<file path="src/rtl/hdsc_pkg.sv">
`timescale 1ns/1ps
package hdsc_pkg;
   localparam int unsigned LANE_W_DFLT   = 10;
   localparam int unsigned LANES_DFLT    = 2;
   localparam int unsigned SCR_LEN_DFLT  = 9;
   localparam int unsigned SCR_TAP_DFLT  = 4;
   localparam int unsigned SYNC_N_DFLT   = 2;

   typedef enum logic {
      MODE_CODE = 1'b0,
      MODE_PASS = 1'b1
   } hdsc_mode_e;
endpackage

</file>
<file path="src/rtl/hdsc_clr_detect.sv">
`timescale 1ns/1ps
module hdsc_clr_detect #(
   parameter int unsigned SYNC_N = hdsc_pkg::SYNC_N_DFLT
) (
   input  logic clk,
   input  logic rst_n,
   input  logic req_async,
   output logic clr_pulse
);
   generate
      if (SYNC_N < 2) begin : g_bad_sync
         $error("hdsc_clr_detect: SYNC_N must be at least 2");
      end
   endgenerate

   logic [SYNC_N-1:0] sync_q;
   logic              seen_q;

   always_ff @(posedge clk or negedge rst_n) begin
      if (!rst_n) sync_q[0] <= 1'b0;
      else        sync_q[0] <= req_async;
   end

   generate
      for (genvar s = 1; s < SYNC_N; s++) begin : g_sync
         always_ff @(posedge clk or negedge rst_n) begin
            if (!rst_n) sync_q[s] <= 1'b0;
            else        sync_q[s] <= sync_q[s-1];
         end
      end
   endgenerate

   always_ff @(posedge clk or negedge rst_n) begin
      if (!rst_n) seen_q <= 1'b0;
      else        seen_q <= sync_q[SYNC_N-1];
   end

   assign clr_pulse = sync_q[SYNC_N-1] & ~seen_q;
endmodule

</file>
<file path="src/rtl/hdsc_scr_chain.sv">
`timescale 1ns/1ps
module hdsc_scr_chain #(
   parameter int unsigned WORD_W  = 20,
   parameter int unsigned SCR_LEN = hdsc_pkg::SCR_LEN_DFLT,
   parameter int unsigned SCR_TAP = hdsc_pkg::SCR_TAP_DFLT
) (
   input  logic [SCR_LEN-1:0] state_in,
   input  logic [WORD_W-1:0]  word_in,
   output logic [WORD_W-1:0]  word_out,
   output logic [SCR_LEN-1:0] state_out
);
   generate
      if (SCR_TAP == 0 || SCR_TAP >= SCR_LEN) begin : g_bad_tap
         $error("hdsc_scr_chain: SCR_TAP must lie in 1..SCR_LEN-1");
      end
   endgenerate

   // link[k] holds the history register before serial bit k; bit 0 is newest
   logic [WORD_W:0][SCR_LEN-1:0] link;

   assign link[0] = state_in;

   generate
      for (genvar k = 0; k < WORD_W; k++) begin : g_bit
         logic fb;
         assign fb          = word_in[k] ^ link[k][SCR_LEN-1] ^ link[k][SCR_TAP-1];
         assign word_out[k] = fb;
         assign link[k+1]   = {link[k][SCR_LEN-2:0], fb};
      end
   endgenerate

   assign state_out = link[WORD_W];
endmodule

</file>
<file path="src/rtl/hdsc_nrzi_chain.sv">
`timescale 1ns/1ps
module hdsc_nrzi_chain #(
   parameter int unsigned WORD_W = 20
) (
   input  logic              level_in,
   input  logic [WORD_W-1:0] word_in,
   output logic [WORD_W-1:0] word_out,
   output logic              level_out
);
   logic [WORD_W:0] lvl;

   assign lvl[0] = level_in;

   generate
      for (genvar k = 0; k < WORD_W; k++) begin : g_bit
         assign lvl[k+1]    = lvl[k] ^ word_in[k];
         assign word_out[k] = lvl[k+1];
      end
   endgenerate

   assign level_out = lvl[WORD_W];
endmodule

</file>
<file path="src/rtl/hd_scrambler_nrzi.sv">
`timescale 1ns/1ps
module hd_scrambler_nrzi #(
   parameter int unsigned LANE_W  = hdsc_pkg::LANE_W_DFLT,
   parameter int unsigned LANES   = hdsc_pkg::LANES_DFLT,
   parameter int unsigned SCR_LEN = hdsc_pkg::SCR_LEN_DFLT,
   parameter int unsigned SCR_TAP = hdsc_pkg::SCR_TAP_DFLT,
   parameter int unsigned SYNC_N  = hdsc_pkg::SYNC_N_DFLT
) (
   input  logic                      clk,
   input  logic                      rst_n,
   input  logic [LANE_W*LANES-1:0]   din,
   input  logic                      bypass,
   input  logic                      srst_in,
   output logic [LANE_W*LANES-1:0]   dout
);
   import hdsc_pkg::*;

   localparam int unsigned WORD_W = LANE_W * LANES;

   generate
      if (LANE_W == 0 || LANES == 0) begin : g_bad_word
         $error("hd_scrambler_nrzi: lane width and lane count must be non-zero");
      end
   endgenerate

   hdsc_mode_e          mode;
   logic                clr_pulse;
   logic [SCR_LEN-1:0]  scr_q, scr_eff, scr_nxt;
   logic                lvl_q, lvl_eff, lvl_nxt;
   logic [WORD_W-1:0]   scr_word, code_word, dout_q;

   assign mode = (bypass == 1'b1) ? MODE_PASS : MODE_CODE;

   hdsc_clr_detect #(.SYNC_N(SYNC_N)) u_clr (
      .clk       (clk),
      .rst_n     (rst_n),
      .req_async (srst_in),
      .clr_pulse (clr_pulse)
   );

   // a clear makes the word at this edge start from zero state
   assign scr_eff = clr_pulse ? '0   : scr_q;
   assign lvl_eff = clr_pulse ? 1'b0 : lvl_q;

   hdsc_scr_chain #(
      .WORD_W  (WORD_W),
      .SCR_LEN (SCR_LEN),
      .SCR_TAP (SCR_TAP)
   ) u_scr (
      .state_in  (scr_eff),
      .word_in   (din),
      .word_out  (scr_word),
      .state_out (scr_nxt)
   );

   hdsc_nrzi_chain #(.WORD_W(WORD_W)) u_nrzi (
      .level_in  (lvl_eff),
      .word_in   (scr_word),
      .word_out  (code_word),
      .level_out (lvl_nxt)
   );

   always_ff @(posedge clk or negedge rst_n) begin
      if (!rst_n) begin
         dout_q <= '0;
         scr_q  <= '0;
         lvl_q  <= 1'b0;
      end else begin
         unique case (mode)
            MODE_CODE: begin
               dout_q <= code_word;
               scr_q  <= scr_nxt;
               lvl_q  <= lvl_nxt;
            end
            MODE_PASS: begin
               dout_q <= din;
               scr_q  <= scr_eff;
               lvl_q  <= lvl_eff;
            end
            default: begin
               dout_q <= din;
            end
         endcase
      end
   end

   assign dout = dout_q;
endmodule

</file>
<file path="config.mk">
export PLATFORM = sky130hd
export DESIGN_NAME = hd_scrambler_nrzi
export DESIGN_NICKNAME = d
export VERILOG_FILES = /design/src/rtl/hdsc_pkg.sv /design/src/rtl/hdsc_clr_detect.sv /design/src/rtl/hdsc_scr_chain.sv /design/src/rtl/hdsc_nrzi_chain.sv /design/src/rtl/hd_scrambler_nrzi.sv
export SDC_FILE = /design/constraint.sdc
export NUM_CORES = 1
export LEC_CHECK = 0
export BUFFER_PORTS_ARGS = -buffer_cell sky130_fd_sc_hd__clkbuf_2
export CORE_AREA = 2 2 65 80
export DETAILED_ROUTE_END_ITERATION = 10
export DIE_AREA = 0 0 67 82
export GPL_TIMING_DRIVEN = 0
export PLACE_DENSITY = 0.77
export SLEW_MARGIN = 20
export SYNTH_ARGS = -nofsm -noshare
export SYNTH_HDL_FRONTEND = slang
export SYNTH_HIERARCHICAL = 1
export SYNTH_SLANG_ARGS = --single-unit
export TNS_END_PERCENT = 1
</file>
<file path="constraint.sdc">
create_clock -name clk -period 9.52 [get_ports clk]
set_input_delay 1.904 -clock clk [delete_from_list [all_inputs] [get_ports clk]]
set_output_delay 1.904 -clock clk [all_outputs]
set_load 0.03 [all_outputs]
</file>
==> impl_metrics.env <==
export IMPL_worstSetupEndpointType="flip-flop"
export IMPL_path_max_fanout=4
export IMPL_ff2ff_setup_slack_ns=5.28
export IMPL_cts_buffers=5
export IMPL_syn_avg_cell_area_sq_um=13.2
export IMPL_drt_met1_wl_um=1810
export IMPL_syn_inst=192
export IMPL_clockRootBuffer="clkbuf_8"
export IMPL_maxCapViolCount=0
export IMPL_cts_buffer_depth=2
export IMPL_hp_class="reg2reg"
export IMPL_grt_max_degree=34
export IMPL_worstPathRequired_ns=9.70
export IMPL_num_nets_final=265
export IMPL_dr_pass1_iters=4
export IMPL_hold_viol=0
export IMPL_seq_area_sq_um=826
export IMPL_status="completed"
export IMPL_num_rows=28
export IMPL_worstReg2RegEnd="dout[19]"
export IMPL_dpl_cell_count=294
export IMPL_critPathSlowestCell="xnor3_2"
export IMPL_cts_hold_buf=0
export IMPL_cts_resized_gates=0
export IMPL_cts_tree="built"
export IMPL_coreArea_sq_mm=0.00476
export IMPL_syn_cell_area_sq_mm=0.00252
export IMPL_route_met2_wl_um=2400
export IMPL_drt_wl_total_um=4430
export IMPL_grt_pass1_wl_um=7090
export IMPL_arrival_ns=5.28
export IMPL_synth_nets=216
export IMPL_clk_latency_ns=0.29
export IMPL_cts_sinks=33
export IMPL_overflow=0
export IMPL_final_util_pct=60.8
export IMPL_detail_route_wl_per_cell_um=14.7
export IMPL_r2r_cells=13
export IMPL_synth_yosys_warnings=6
export IMPL_skew_ns=0.00388
export IMPL_min_period_ns=5.09
export IMPL_multi_input_area_sq_mm=0.00141
export IMPL_syn2layout_area_growth_pct=14.7
export IMPL_startpoint_type="primary input"
export IMPL_path_cells="clkbuf_2, xnor3_2, xnor2_2, xor3_2, xnor2_1, buf_4, xor2_1, xnor3_1, xnor3_2, xnor2_1, buf_4, mux2_2"
export IMPL_rsz0062_at_grt="no"
export IMPL_yosysUniqueCellTypes=16
export IMPL_die_w_um=67
export IMPL_hpwl_um=3480
export IMPL_start_util_pct=53.0
export IMPL_route_detailed_drc=0
export IMPL_antenna_cells=0
export IMPL_setup_violations=0
export IMPL_crit_type="in2reg"
export IMPL_crit_start="din[2]"
export IMPL_top_layer_used="met4"
export IMPL_vias=1389
export IMPL_r2r_start="u_clr/seen_q"
export IMPL_slew_violations=0
export IMPL_fmax_mhz=196
export IMPL_fin_setup_tns_ns=0
export IMPL_gp_congestion=0.839
export IMPL_tightest_slew_ns=0.871
export IMPL_clk_pin_slew_ns=0.07
export IMPL_drive_gt1_share_pct=53.7
export IMPL_io_pins=44
export IMPL_grt_pass1_vias=1428
export IMPL_dieArea_sq_mm=0.00549
export IMPL_relSlewSlack_pct=41.9
export IMPL_viasPerCell=4.60
export IMPL_crit_end="dout[19]"
export IMPL_slowest_delay_ns=0.46
export IMPL_post_cts_buffers=0
export IMPL_die_h_um=82
export IMPL_met3_length_um=147
export IMPL_antenna_found_initial=0
export IMPL_ys_ff_latch=33
export IMPL_htreeDepth=2
export IMPL_n_fill_cell=431
export IMPL_yosysSeqAreaShare_pct=32.7
export IMPL_timing_final_crit_share_pct=53.5
export IMPL_stdcell_count=302
export IMPL_grtUsageTotal_pct=18.3
export IMPL_first_iter_violations=40
export IMPL_portBuffers=42
export IMPL_ant_nets=0
export IMPL_min_from="u_clr/sync_q[0]"
==> placed cells by master, fill, tap and decap left out <==
master,synthesis,layout
xnor3_2,6,6
clkbuf_2,0,42
clkbuf_8,0,5
xnor2_2,6,6
nor2b_2,1,1
xor2_1,14,14
nor2b_4,1,1
xor3_1,1,1
nor2b_1,9,9
buf_4,33,33
dfrtp_1,33,33
xnor3_1,8,8
xnor2_4,1,1
mux2_4,9,9
xnor2_1,36,36
clkinvlp_4,0,1
inv_1,11,11
xor3_2,2,2
clkinv_2,0,2
mux2_2,21,21
==> sequential cells by signal, indices dropped and copies added (netlist names) <==
signal	count
lvl_q	1
u_clr/seen_q	1
dout	20
u_clr/sync_q	2
scr_q	9
==> final cells by class <==
type	instances	area share (%)
sequential	33	28.5
clock inverter	3	0.605
clock buffer	5	2.38
timing repair buffer	42	7.26
buffer	33	8.55
inverter	11	1.43
tap	60	2.59
multi-input combinational	115	48.7
==> critical path: cells and delay by family <==
kind	cells	cell delay (ns)
xor+xnor	8	2.73
mux	1	0.25
buf+inv	3	0.39
==> metrics by stage <==
step	setup WS (ns)	hold WS [ns]	instance area [sq um]
4_1_cts	4.43	0.363	2900
3_5_place_dp	4.11	0.346	2810
5_1_grt	4.25	0.367	2900
3_3_place_gp	4.14	0.336	2810
2_1_floorplan	4.53	0.331	2520
6_report	4.43	0.356	2900
==> cells by family (layout without fill, tap and decap cells) <==
logic type | after synthesis | after routing | synth area share, %
and+or+nand+nor | 11 | 11 | 3.12
muxes | 30 | 30 | 14.7
xor gates and xnor gates | 74 | 74 | 38.0
buffers and inverters | 44 | 94 | 11.4
DFF | 33 | 33 | 32.7
==> how the worst min path moves through the flow <==
stage | endpoint | slack [ns] | cells after the start
after floorplan | u_clr/sync_q[1] | 0.33 | 0
after global placement | u_clr/sync_q[1] | 0.34 | 0
after detailed placement | u_clr/sync_q[1] | 0.35 | 0
after CTS | u_clr/sync_q[1] | 0.36 | 0
after global routing | u_clr/sync_q[1] | 0.37 | 0
final | u_clr/sync_q[1] | 0.36 | 0
==> cell usage after synthesis <==
library cell  instances  share of area [%]
nor2b_2               1               0.35
nor2b_4               1               0.54
buf_4                33                9.8
xnor3_2               6                5.6
inv_1                11                1.6
xor3_1                1               0.94
dfrtp_1              33                 33
mux2_2               21                9.4
mux2_4                9                5.4
xor3_2                2                2.0
xnor2_1              36                 12
xor2_1               14                4.9
nor2b_1               9                2.2
xnor2_2               6                3.9
xnor3_1               8                7.1
xnor2_4               1                1.1
==> per-layer routing <==
| metal | global-route usage, % | vias up |
|---|---|---|
| li1 | - | 686 |
| met1 | 21.1 | 670 |
| met2 | 32.3 | 26 |
| met3 | 4.38 | 7 |
| met4 | 7.35 | 0 |
| met5 | 0 | - |
Power is left out: the tool's default activity adds up to more than one toggle a clock period on the data nets, which glitch-free logic cannot reach.
